--- src/rtl/nvspi_pkg.sv ---
package nvspi_pkg;

  localparam logic [7:0] CMD_WRSR  = 8'h01;
  localparam logic [7:0] CMD_WRITE = 8'h02;
  localparam logic [7:0] CMD_READ  = 8'h03;
  localparam logic [7:0] CMD_WRDI  = 8'h04;
  localparam logic [7:0] CMD_RDSR  = 8'h05;
  localparam logic [7:0] CMD_WREN  = 8'h06;

  typedef enum logic [2:0] {
    PH_CMD, PH_ADDR, PH_WDATA, PH_RDATA, PH_SWR, PH_SRD, PH_SKIP
  } phase_t;

  // Region guard lookup from the two top address bits.
  function automatic logic guard_hit(input logic [1:0] guard, input logic [1:0] top2);
    case (guard)
      2'b00:   return 1'b0;
      2'b01:   return (top2 == 2'b11);
      2'b10:   return top2[1];
      default: return 1'b1;
    endcase
  endfunction

  function automatic logic [7:0] status_pack(input logic prot_en, input logic [1:0] guard,
                                             input logic wen);
    return {prot_en, 3'b000, guard, wen, 1'b0};
  endfunction

  function automatic logic status_locked(input logic prot_en, input logic wp_n);
    return prot_en & ~wp_n;
  endfunction

endpackage

--- src/rtl/nvspi_sync.sv ---
module nvspi_sync #(
  parameter int W = 4,
  parameter int STAGES = 2,
  parameter logic [W-1:0] RST_VAL = '0
) (
  input  logic         clk,
  input  logic         rst_n,
  input  logic [W-1:0] d,
  output logic [W-1:0] q
);
  localparam int CHAIN_W = W * STAGES;
  localparam logic [CHAIN_W-1:0] CHAIN_RST = {STAGES{RST_VAL}};

  logic [CHAIN_W-1:0] chain;

  always_ff @(posedge clk or negedge rst_n) begin
    if (!rst_n) chain <= CHAIN_RST;
    else        chain <= {chain[CHAIN_W-W-1:0], d};
  end

  assign q = chain[CHAIN_W-1 -: W];

endmodule

--- src/rtl/nvspi_status.sv ---
module nvspi_status
  import nvspi_pkg::*;
(
  input  logic       clk,
  input  logic       rst_n,
  input  logic       wen_set,
  input  logic       wen_clr,
  input  logic       wr_req,
  input  logic [7:0] wr_byte,
  input  logic       wp_n,
  output logic [7:0] status,
  output logic       wen,
  output logic [1:0] guard
);
  logic prot_en_q;
  logic wr_ok;

  assign wr_ok = wr_req && wen && !status_locked(prot_en_q, wp_n);

  always_ff @(posedge clk or negedge rst_n) begin
    if (!rst_n) begin
      wen       <= 1'b0;
      guard     <= 2'b00;
      prot_en_q <= 1'b0;
    end else begin
      if (wen_clr)      wen <= 1'b0;
      else if (wen_set) wen <= 1'b1;
      if (wr_ok) begin
        prot_en_q <= wr_byte[7];
        guard     <= wr_byte[3:2];
      end
    end
  end

  assign status = status_pack(prot_en_q, guard, wen);

  // Status contents move only when write enable was set beforehand.
  assert_status_needs_wen_R6: assert property (@(posedge clk) disable iff (!rst_n)
    !$stable({prot_en_q, guard}) |-> $past(wen));

  // A locked status register ignores write requests.
  assert_status_hw_lock_R8: assert property (@(posedge clk) disable iff (!rst_n)
    (wr_req && prot_en_q && !wp_n) |=> $stable({prot_en_q, guard}));

endmodule

--- src/rtl/nvspi_tx.sv ---
module nvspi_tx (
  input  logic       clk,
  input  logic       rst_n,
  input  logic       clear,
  input  logic       active,
  input  logic       fall,
  input  logic [7:0] hold,
  output logic       so,
  output logic       so_oe
);
  logic [2:0] obit;
  logic [6:0] sh;

  always_ff @(posedge clk or negedge rst_n) begin
    if (!rst_n) begin
      obit  <= 3'd0;
      sh    <= 7'd0;
      so    <= 1'b0;
      so_oe <= 1'b0;
    end else if (clear) begin
      obit  <= 3'd0;
      so    <= 1'b0;
      so_oe <= 1'b0;
    end else if (active && fall) begin
      so_oe <= 1'b1;
      obit  <= obit + 3'd1;
      if (obit == 3'd0) {so, sh} <= hold;
      else              {so, sh} <= {sh, 1'b0};
    end
  end

  // The output is only switched on from a read phase.
  assert_oe_from_read_R10: assert property (@(posedge clk) disable iff (!rst_n)
    $rose(so_oe) |-> $past(active));

endmodule

--- src/rtl/nvspi_slave.sv ---
module nvspi_slave
  import nvspi_pkg::*;
#(
  parameter int ADDR_W      = 17,
  parameter int ADDR_BYTES  = 3,
  parameter int SYNC_STAGES = 2
) (
  input  logic              clk,
  input  logic              rst_n,
  input  logic              spi_sck,
  input  logic              spi_cs_n,
  input  logic              spi_si,
  input  logic              spi_wp_n,
  output logic              spi_so,
  output logic              spi_so_oe,
  output logic [ADDR_W-1:0] mem_addr,
  output logic [7:0]        mem_wdata,
  output logic              mem_we,
  output logic              mem_re,
  input  logic [7:0]        mem_rdata
);
  localparam int AB_W = $clog2(ADDR_BYTES + 1);
  localparam logic [AB_W-1:0] AB_LAST = AB_W'(ADDR_BYTES - 1);

  // Pin synchronizers: {wp_n, si, cs_n, sck}
  logic [3:0] pin_q;
  nvspi_sync #(.W(4), .STAGES(SYNC_STAGES), .RST_VAL(4'b1110)) u_sync (
    .clk(clk), .rst_n(rst_n),
    .d({spi_wp_n, spi_si, spi_cs_n, spi_sck}),
    .q(pin_q)
  );

  logic sck_s, cs_hi, si_s, wp_s, sck_d;
  assign sck_s = pin_q[0];
  assign cs_hi = pin_q[1];
  assign si_s  = pin_q[2];
  assign wp_s  = pin_q[3];

  always_ff @(posedge clk or negedge rst_n) begin
    if (!rst_n) sck_d <= 1'b0;
    else        sck_d <= sck_s;
  end

  // Named events for the checks
  logic sck_rise, sck_fall, byte_done;
  logic [2:0] bitn;
  logic [6:0] rx;
  logic [7:0] byte_in;
  assign sck_rise  = !cs_hi && sck_s && !sck_d;
  assign sck_fall  = !cs_hi && !sck_s && sck_d;
  assign byte_done = sck_rise && (bitn == 3'd7);
  assign byte_in   = {rx, si_s};

  // Status register
  logic       wen_set_q, wen_clr_q, sr_wr_q;
  logic [7:0] sr_byte_q, status;
  logic       wen;
  logic [1:0] guard;

  nvspi_status u_status (
    .clk(clk), .rst_n(rst_n),
    .wen_set(wen_set_q), .wen_clr(wen_clr_q),
    .wr_req(sr_wr_q), .wr_byte(sr_byte_q), .wp_n(wp_s),
    .status(status), .wen(wen), .guard(guard)
  );

  // Command sequencer
  phase_t            phase;
  logic              rd_cmd, pend_clr, rd_pend;
  logic [AB_W-1:0]   abyte;
  logic [ADDR_W-1:0] addr;
  logic [ADDR_W-1:0] addr_in;
  logic [ADDR_W-1:0] addr_nx;
  logic [7:0]        hold;
  logic              wr_allowed;

  assign addr_in    = {addr[ADDR_W-2:0], si_s};
  assign addr_nx    = addr + 1'b1;
  assign wr_allowed = wen && !guard_hit(guard, addr[ADDR_W-1 -: 2]);

  always_ff @(posedge clk or negedge rst_n) begin
    if (!rst_n) begin
      phase     <= PH_CMD;
      rd_cmd    <= 1'b0;
      pend_clr  <= 1'b0;
      rd_pend   <= 1'b0;
      abyte     <= '0;
      addr      <= '0;
      hold      <= 8'd0;
      bitn      <= 3'd0;
      rx        <= 7'd0;
      mem_addr  <= '0;
      mem_wdata <= 8'd0;
      mem_we    <= 1'b0;
      mem_re    <= 1'b0;
      wen_set_q <= 1'b0;
      wen_clr_q <= 1'b0;
      sr_wr_q   <= 1'b0;
      sr_byte_q <= 8'd0;
    end else begin
      mem_we    <= 1'b0;
      mem_re    <= 1'b0;
      wen_set_q <= 1'b0;
      wen_clr_q <= 1'b0;
      sr_wr_q   <= 1'b0;
      rd_pend   <= mem_re;
      if (rd_pend) hold <= mem_rdata;

      if (cs_hi) begin
        phase <= PH_CMD;
        bitn  <= 3'd0;
        abyte <= '0;
        if (pend_clr) wen_clr_q <= 1'b1;
        pend_clr <= 1'b0;
      end else if (sck_rise) begin
        rx   <= byte_in[6:0];
        bitn <= bitn + 3'd1;
        if (phase == PH_ADDR) addr <= addr_in;
        if (byte_done) begin
          case (phase)
            PH_CMD: begin
              case (byte_in)
                CMD_WREN:  begin wen_set_q <= 1'b1; phase <= PH_SKIP; end
                CMD_WRDI:  begin wen_clr_q <= 1'b1; phase <= PH_SKIP; end
                CMD_RDSR:  begin hold <= status; phase <= PH_SRD; end
                CMD_WRSR:  phase <= PH_SWR;
                CMD_READ:  begin rd_cmd <= 1'b1; phase <= PH_ADDR; end
                CMD_WRITE: begin rd_cmd <= 1'b0; phase <= PH_ADDR; end
                default:   phase <= PH_SKIP;
              endcase
            end
            PH_ADDR: begin
              abyte <= abyte + 1'b1;
              if (abyte == AB_LAST) begin
                if (rd_cmd) begin
                  mem_addr <= addr_in;
                  mem_re   <= 1'b1;
                  phase    <= PH_RDATA;
                end else begin
                  phase <= PH_WDATA;
                end
              end
            end
            PH_WDATA: begin
              pend_clr <= 1'b1;
              if (wr_allowed) begin
                mem_we    <= 1'b1;
                mem_addr  <= addr;
                mem_wdata <= byte_in;
              end
              addr <= addr_nx;
            end
            PH_RDATA: begin
              addr     <= addr_nx;
              mem_addr <= addr_nx;
              mem_re   <= 1'b1;
            end
            PH_SWR: begin
              sr_wr_q   <= 1'b1;
              sr_byte_q <= byte_in;
              pend_clr  <= 1'b1;
              phase     <= PH_SKIP;
            end
            PH_SRD:  hold <= status;
            default: ;
          endcase
        end
      end
    end
  end

  // Serial output path
  logic tx_active;
  assign tx_active = (phase == PH_RDATA) || (phase == PH_SRD);

  nvspi_tx u_tx (
    .clk(clk), .rst_n(rst_n),
    .clear(cs_hi), .active(tx_active), .fall(sck_fall),
    .hold(hold), .so(spi_so), .so_oe(spi_so_oe)
  );

  assert_we_needs_wen_R6: assert property (@(posedge clk) disable iff (!rst_n)
    mem_we |-> wen);

  assert_we_outside_guard_R7: assert property (@(posedge clk) disable iff (!rst_n)
    mem_we |-> !guard_hit(guard, mem_addr[ADDR_W-1 -: 2]));

  assert_so_off_when_idle_R10: assert property (@(posedge clk) disable iff (!rst_n)
    (cs_hi && $past(cs_hi)) |-> !spi_so_oe);

  assert_no_dual_strobe_R11: assert property (@(posedge clk) disable iff (!rst_n)
    !(mem_we && mem_re));

endmodule

--- config.mk ---
export PLATFORM = sky130hd
export DESIGN_NAME = nvspi_slave
export DESIGN_NICKNAME = d
export VERILOG_FILES = /design/src/rtl/nvspi_pkg.sv /design/src/rtl/nvspi_sync.sv /design/src/rtl/nvspi_status.sv /design/src/rtl/nvspi_tx.sv /design/src/rtl/nvspi_slave.sv
export SDC_FILE = /design/constraint.sdc
export NUM_CORES = 1
export LEC_CHECK = 0
export BUFFER_PORTS_ARGS = -buffer_cell sky130_fd_sc_hd__buf_2
export CORE_MARGIN = 8
export CORE_UTILIZATION = 51
export DETAILED_ROUTE_END_ITERATION = 16
export PLACE_DENSITY = 0.79
export SYNTH_ARGS = -nofsm -noshare
export SYNTH_HDL_FRONTEND = slang
export SYNTH_HIERARCHICAL = 1
export SYNTH_SLANG_ARGS = --single-unit
--- constraint.sdc ---
create_clock -name clk -period 2.5 [get_ports clk]
set_input_delay 0.375 -clock clk [delete_from_list [all_inputs] [get_ports clk]]
set_output_delay 0.375 -clock clk [all_outputs]
set_load 0.05 [all_outputs]
==> results of run 1 <==
metrics by stage:
step	hold slack, ns	utilization	cell area (um2)
finish	0.1053	0.5625	5703
global route	0.08435	0.5625	5703
CTS	0.09190	0.5625	5703
detailed placement	0.3347	0.5430	5505
global placement	0.3366	0.5430	5505
floorplan	0.07941	-	5235
final cells by class:
| cell class | count | area [um2] | area share |
|---|---|---|---|
| Timing Repair Buffer | 63 | 385.4 | 0.06757 |
| Tap cell | 136 | 170.2 | 0.02984 |
| Multi-Input combinational cell | 377 | 2369 | 0.4153 |
| Clock inverter | 4 | 32.53 | 0.005704 |
| Inverter | 15 | 56.30 | 0.009873 |
| Sequential cell | 101 | 2535 | 0.4445 |
| Clock buffer | 12 | 155.1 | 0.02720 |
power groups by stage:
| stage | sequential (W) | combinational [W] | clock (W) |
|---|---|---|---|
| 6_report | 0.00172 | 0.000177 | 0.000995 |
| 2_1_floorplan | 0.00173 | 0.000112 | 0 |
| 4_1_cts | 0.00172 | 0.000179 | 0.00101 |
| 3_5_place_dp | 0.00175 | 0.000177 | 0 |
| 5_1_grt | 0.00172 | 0.000198 | 0.00109 |
| 3_3_place_gp | 0.00175 | 0.000164 | 0 |
sequential cells by signal, indices dropped and copies added (netlist names), 2 cells and up:
signal / flops
u_sync/chain: 8
addr: 17
u_tx/sh: 7
phase: 3
bitn: 3
u_tx/obit: 3
u_status/guard: 2
mem_addr: 17
hold: 8
rx: 7
sr_byte_q: 3
mem_wdata: 8
abyte: 2
path summary, 6_finish.rpt:
path                                 start  slack, ns  depth (start not counted)               to
min                               spi_wp_n       0.11                          1  u_sync/chain[3]
max reg2reg                        addr[0]       0.17                          6         addr[16]
max in group asynchronous            rst_n       1.26                          3  u_sync/chain[1]
min reg2reg                u_sync/chain[0]       0.36                          0  u_sync/chain[4]
max                                addr[0]       0.17                          6         addr[16]
min in group asynchronous            rst_n       0.51                          2     mem_wdata[6]
routing by layer:
metal	part of all wire	global-route usage	vias up
met5	0	0	-
met1	0.46	0.2454	2024
met4	0.0087	0.04693	0
met2	0.48	0.2947	126
met3	0.059	0.03386	12
li1	-	-	1967
critical path, delay by kind of cell (launching register included):
family	cells	cell delay [ns]
and+or+nand+nor	5	1.36
DFF	1	0.55
adders and majority gates	1	0.31
repair_timing:
item,in CTS,in global routing
resized for setup,0,0
hold endpoints to repair,15,0
buffers inserted,0,0
hold buffers,1,0
==> impl_metrics.env, run 1 <==
export IMPL_status="complete, no violations"
export IMPL_cts_buffers=9
export IMPL_clkLatencyLatePin_ns=0.37
export IMPL_critPathMaxFanout=10
export IMPL_clkSinkCount=101
export IMPL_nets=587
export IMPL_worst_slack_ns=0.1683
export IMPL_core_area_mm2=0.01014
export IMPL_cts_buffer_depth=2
export IMPL_die_area_mm2=0.01374
export IMPL_max_slew_margin=0.5039
export IMPL_crit_arrival_ns=2.59
export IMPL_path_cells="ha_1 > nand3_1 > or4_1 > nor3_1 > and3_1 > nor3_1"
export IMPL_syn_area_per_cell_um2=9.638
export IMPL_fmax_mhz=428.9
export IMPL_pre_cts_ws_ns=0.2355
export IMPL_peakVddDrop_mv=0.3575
export IMPL_grt_pass1_wl_um=19750
export IMPL_crit_path_end_kind="flip-flop"
export IMPL_cts_clk_slew_worst_paths_ns=0.10
export IMPL_min_period_ns=2.332
export IMPL_synth_cells=542
export IMPL_ys_warn_count=6
export IMPL_setup_violations=0
export IMPL_ant_nets=0
export IMPL_drc_errors=0
export IMPL_power_leakage_nw=2.601
export IMPL_layout_commonest_cell="dfrtp_1"
export IMPL_cts_root_buf="clkbuf_8"
export IMPL_stdcell_count=708
export IMPL_overflow=0
export IMPL_switching_share=0.2524
export IMPL_cp_required_ns=2.76
export IMPL_wl_um=11690
export IMPL_num_vias=4129
export IMPL_worstMarginPinSlew_ns=0.7426
export IMPL_wl_per_cell_um=16.52
export IMPL_skew_ns=0.01737
export IMPL_ctsHtreeMaxLevel=3
export IMPL_dp_hpwl_um=8409
export IMPL_cts_tree="done"
export IMPL_fin_setup_tns_ns=0
export IMPL_pwr_share_seq=0.594
export IMPL_final_max_slew_viol_count=0
export IMPL_finalHoldViolCount=0
export IMPL_startpoint_type="flip-flop"
export IMPL_antenna_found_initial=0
export IMPL_final_fill_count=871
export IMPL_syn_to_final_growth_pct=9.174
export IMPL_p_per_area_mw_per_mm2=506.6
export IMPL_gp_congestion=0.9133
export IMPL_grt_setup_unrepaired="false"
export IMPL_p_clk_frac=0.344
export IMPL_row_count=37
export IMPL_critical_path_class="flip-flop to flip-flop"
export IMPL_final_layout_size_suffix_gt1_frac=0.1941
export IMPL_finalCritPeriodShare=0.9327
export IMPL_maxCapViolations=0
export IMPL_max_stage_delay_ns=0.55
export IMPL_placedCellCount=691
export IMPL_synth_area_mm2=0.005224
export IMPL_grt_pass1_vias=3973
export IMPL_worst_hold_path_type="primary input to flip-flop"
export IMPL_p_switching_w=0.0007293
export IMPL_die_w_um=117.2
export IMPL_cp_slowest_cell="dfrtp_1"
export IMPL_start_util=0.5152
export IMPL_first_iter_violations=321
export IMPL_combPwrFrac=0.061
export IMPL_grt_usage=0.1819
export IMPL_p_total_w=0.002889
export IMPL_die_h_um=117.2
export IMPL_dr_pass1_iters=5
export IMPL_cpMostUsedCell="nor3_1"
export IMPL_antenna_cells=0
export IMPL_portBuffers=42
export IMPL_io_pins=43
export IMPL_layout_common_cells="95 x dfrtp_1, 62 x nand2_1, 45 x a21oi_1"
export IMPL_internal_power_w=0.002160
export IMPL_grt_max_degree=65
export IMPL_vias_per_cell=5.832
No activity file was read; power rests on OpenSTA's default activity.
==> run 2, diff against run 1 <==
--- a/config.mk
+++ b/config.mk
@@ -9,7 +9,7 @@
 export CORE_MARGIN = 8
 export CORE_UTILIZATION = 51
 export DETAILED_ROUTE_END_ITERATION = 16
-export PLACE_DENSITY = 0.79
+export PLACE_DENSITY = 0.72
 export SYNTH_ARGS = -nofsm -noshare
 export SYNTH_HDL_FRONTEND = slang
 export SYNTH_HIERARCHICAL = 1
==> run 2 against run 1 <==
Net effect: global-route usage decreased by 0.39 points; sequential share of layout area barely moved; power is 0.51% higher; combinational power hardly changed; flip-flop and latch count unchanged; routed wire length fell by 1.2%; cell count unchanged.
==> impl_metrics.env, run 2 (same netlist as run 1, synthesis figures left out) <==
export IMPL_drc_errors=0
export IMPL_peakVddDrop_mv=0.3239
export IMPL_min_period_ns=2.277
export IMPL_finalHoldViolCount=0
export IMPL_p_clk_frac=0.348
export IMPL_portBuffers=42
export IMPL_startpoint_type="flip-flop"
export IMPL_p_switching_w=0.0006996
export IMPL_core_area_mm2=0.01014
export IMPL_clkSinkCount=101
export IMPL_vias_per_cell=5.806
export IMPL_reg_top3="addr x17, mem_addr x17"
export IMPL_final_max_slew_viol_count=0
export IMPL_skew_ns=0.01429
export IMPL_grt_setup_unrepaired="false"
export IMPL_top_layer="met4"
export IMPL_ctsHtreeMaxLevel=3
export IMPL_p_per_area_mw_per_mm2=509.0
export IMPL_placedInstanceArea_mm2=0.005513
export IMPL_fmax_mhz=439.2
export IMPL_routed_wl_met3_um=650
export IMPL_ant_nets=0
export IMPL_cp_top_family="simple AND/OR/NAND/NOR gates"
export IMPL_layout_common_cells="95 x dfrtp_1, 62 x nand2_1, 45 x a21oi_1"
export IMPL_critical_path_class="flip-flop to flip-flop"
export IMPL_die_area_mm2=0.01374
export IMPL_nets=587
export IMPL_whs_ns=0.04777
export IMPL_max_stage_delay_ns=0.55
export IMPL_path_cells="ha_1 > nand3_1 > or4_1 > nor3_1 > and3_1 > nor3_1"
export IMPL_num_vias=4111
export IMPL_antenna_cells=0
export IMPL_wl_per_cell_um=16.32
export IMPL_pwr_share_seq=0.591
export IMPL_cts_setup_buffers=0
export IMPL_die_w_um=117.2
export IMPL_clkLatencyLatePin_ns=0.36
export IMPL_switching_share=0.2409
export IMPL_cts_buffers=9
export IMPL_first_iter_violations=278
export IMPL_grt_usage=0.1780
export IMPL_final_layout_size_suffix_gt1_frac=0.1941
export IMPL_die_h_um=117.2
export IMPL_cts_root_buf="clkbuf_8"
export IMPL_combPwrFrac=0.061
export IMPL_stdcell_area_mm2=0.005705
export IMPL_setup_violations=0
export IMPL_antenna_found_initial=0
export IMPL_grt_pass1_vias=3961
export IMPL_wl_met2_um=5462
export IMPL_crit_buf_inv=0
export IMPL_power_leakage_nw=2.599
export IMPL_worst_hold_path_type="primary input to async pin"
export IMPL_gp_congestion=0.8532
export IMPL_cts_repair_resized=0
export IMPL_crit_path_end_kind="flip-flop"
export IMPL_cts_buffer_depth=2
export IMPL_critPathMaxFanout=10
export IMPL_cpMostUsedCell="nor3_1"
export IMPL_cp_slowest_cell="dfrtp_1"
export IMPL_dp_hpwl_um=8317
export IMPL_start_util=0.5152
export IMPL_io_pins=43
export IMPL_dr_pass1_iters=5
export IMPL_crit_arrival_ns=2.52
export IMPL_internal_power_w=0.002204
export IMPL_wl_um=11550
export IMPL_overflow=0
export IMPL_syn_to_final_growth_pct=9.222
export IMPL_maxCapViolations=0
export IMPL_worstMarginPinSlew_ns=0.7224
export IMPL_grt_max_degree=51
export IMPL_cp_required_ns=2.74
export IMPL_grt_pass1_wl_um=19410
export IMPL_status="complete, no violations"
export IMPL_route_layer_met1_wl_um=5291
export IMPL_fin_setup_tns_ns=0
export IMPL_row_count=37
export IMPL_cts_clk_slew_worst_paths_ns=0.09
export IMPL_cts_hold_repair_buffers=0
export IMPL_layout_commonest_cell="dfrtp_1"
export IMPL_finalCritPeriodShare=0.9108
export IMPL_cts_tree="done"
export IMPL_max_slew_margin=0.5174
export IMPL_r2r_setup_slack_ns=0.22
==> run 2: metrics by stage <==
stage / instances / total power, W / worst slack, ns / utilization
6_report: 708 / 0.002904 / 0.2229 / 0.5628
5_1_grt: 708 / 0.003024 / 0.07350 / 0.5628
4_1_cts: 708 / 0.002939 / 0.2542 / 0.5628
3_5_place_dp: 692 / 0.001926 / 0.2651 / 0.5437
3_3_place_gp: 692 / 0.001920 / 0.3653 / 0.5437
2_1_floorplan: 545 / 0.001839 / 0.3483 / -
==> run 2: layout make-up <==
class,count,area (um2)
fill,907,4433
sequential,101,2535
multi-input combinational,377,2369
timing repair buffer,63,382.9
tap,136,170.2
clock buffer,11,131.4
clock inverter,5,61.31
inverter,15,56.30
==> run 2: power by group through the flow <==
stage / combinational (W) / sequential, W / clock, W
global placement: 0.000173 / 0.00175 / 0
CTS: 0.000179 / 0.00172 / 0.00104
detailed placement: 0.000178 / 0.00175 / 0
floorplan: 0.000112 / 0.00173 / 0
finish: 0.000177 / 0.00172 / 0.00101
global route: 0.000199 / 0.00172 / 0.00110
==> run 2: per-layer routing <==
layer,GRT usage,vias up
met1,0.2434,1990
li1,-,1979
met4,0.06229,0
met5,0,-
met3,0.02258,13
met2,0.2845,129
==> run 2: worst paths after layout <==
path | start | cells after the start | end
worst max register to register | addr[0] | 6 | addr[16]
worst min register to register | u_sync/chain[0] | 0 | u_sync/chain[4]
max in group asynchronous | rst_n | 2 | mem_addr[5]
worst max-delay path | addr[0] | 6 | addr[16]
worst min-delay path | rst_n | 1 | sck_d
min in group clk | spi_si | 1 | u_sync/chain[2]
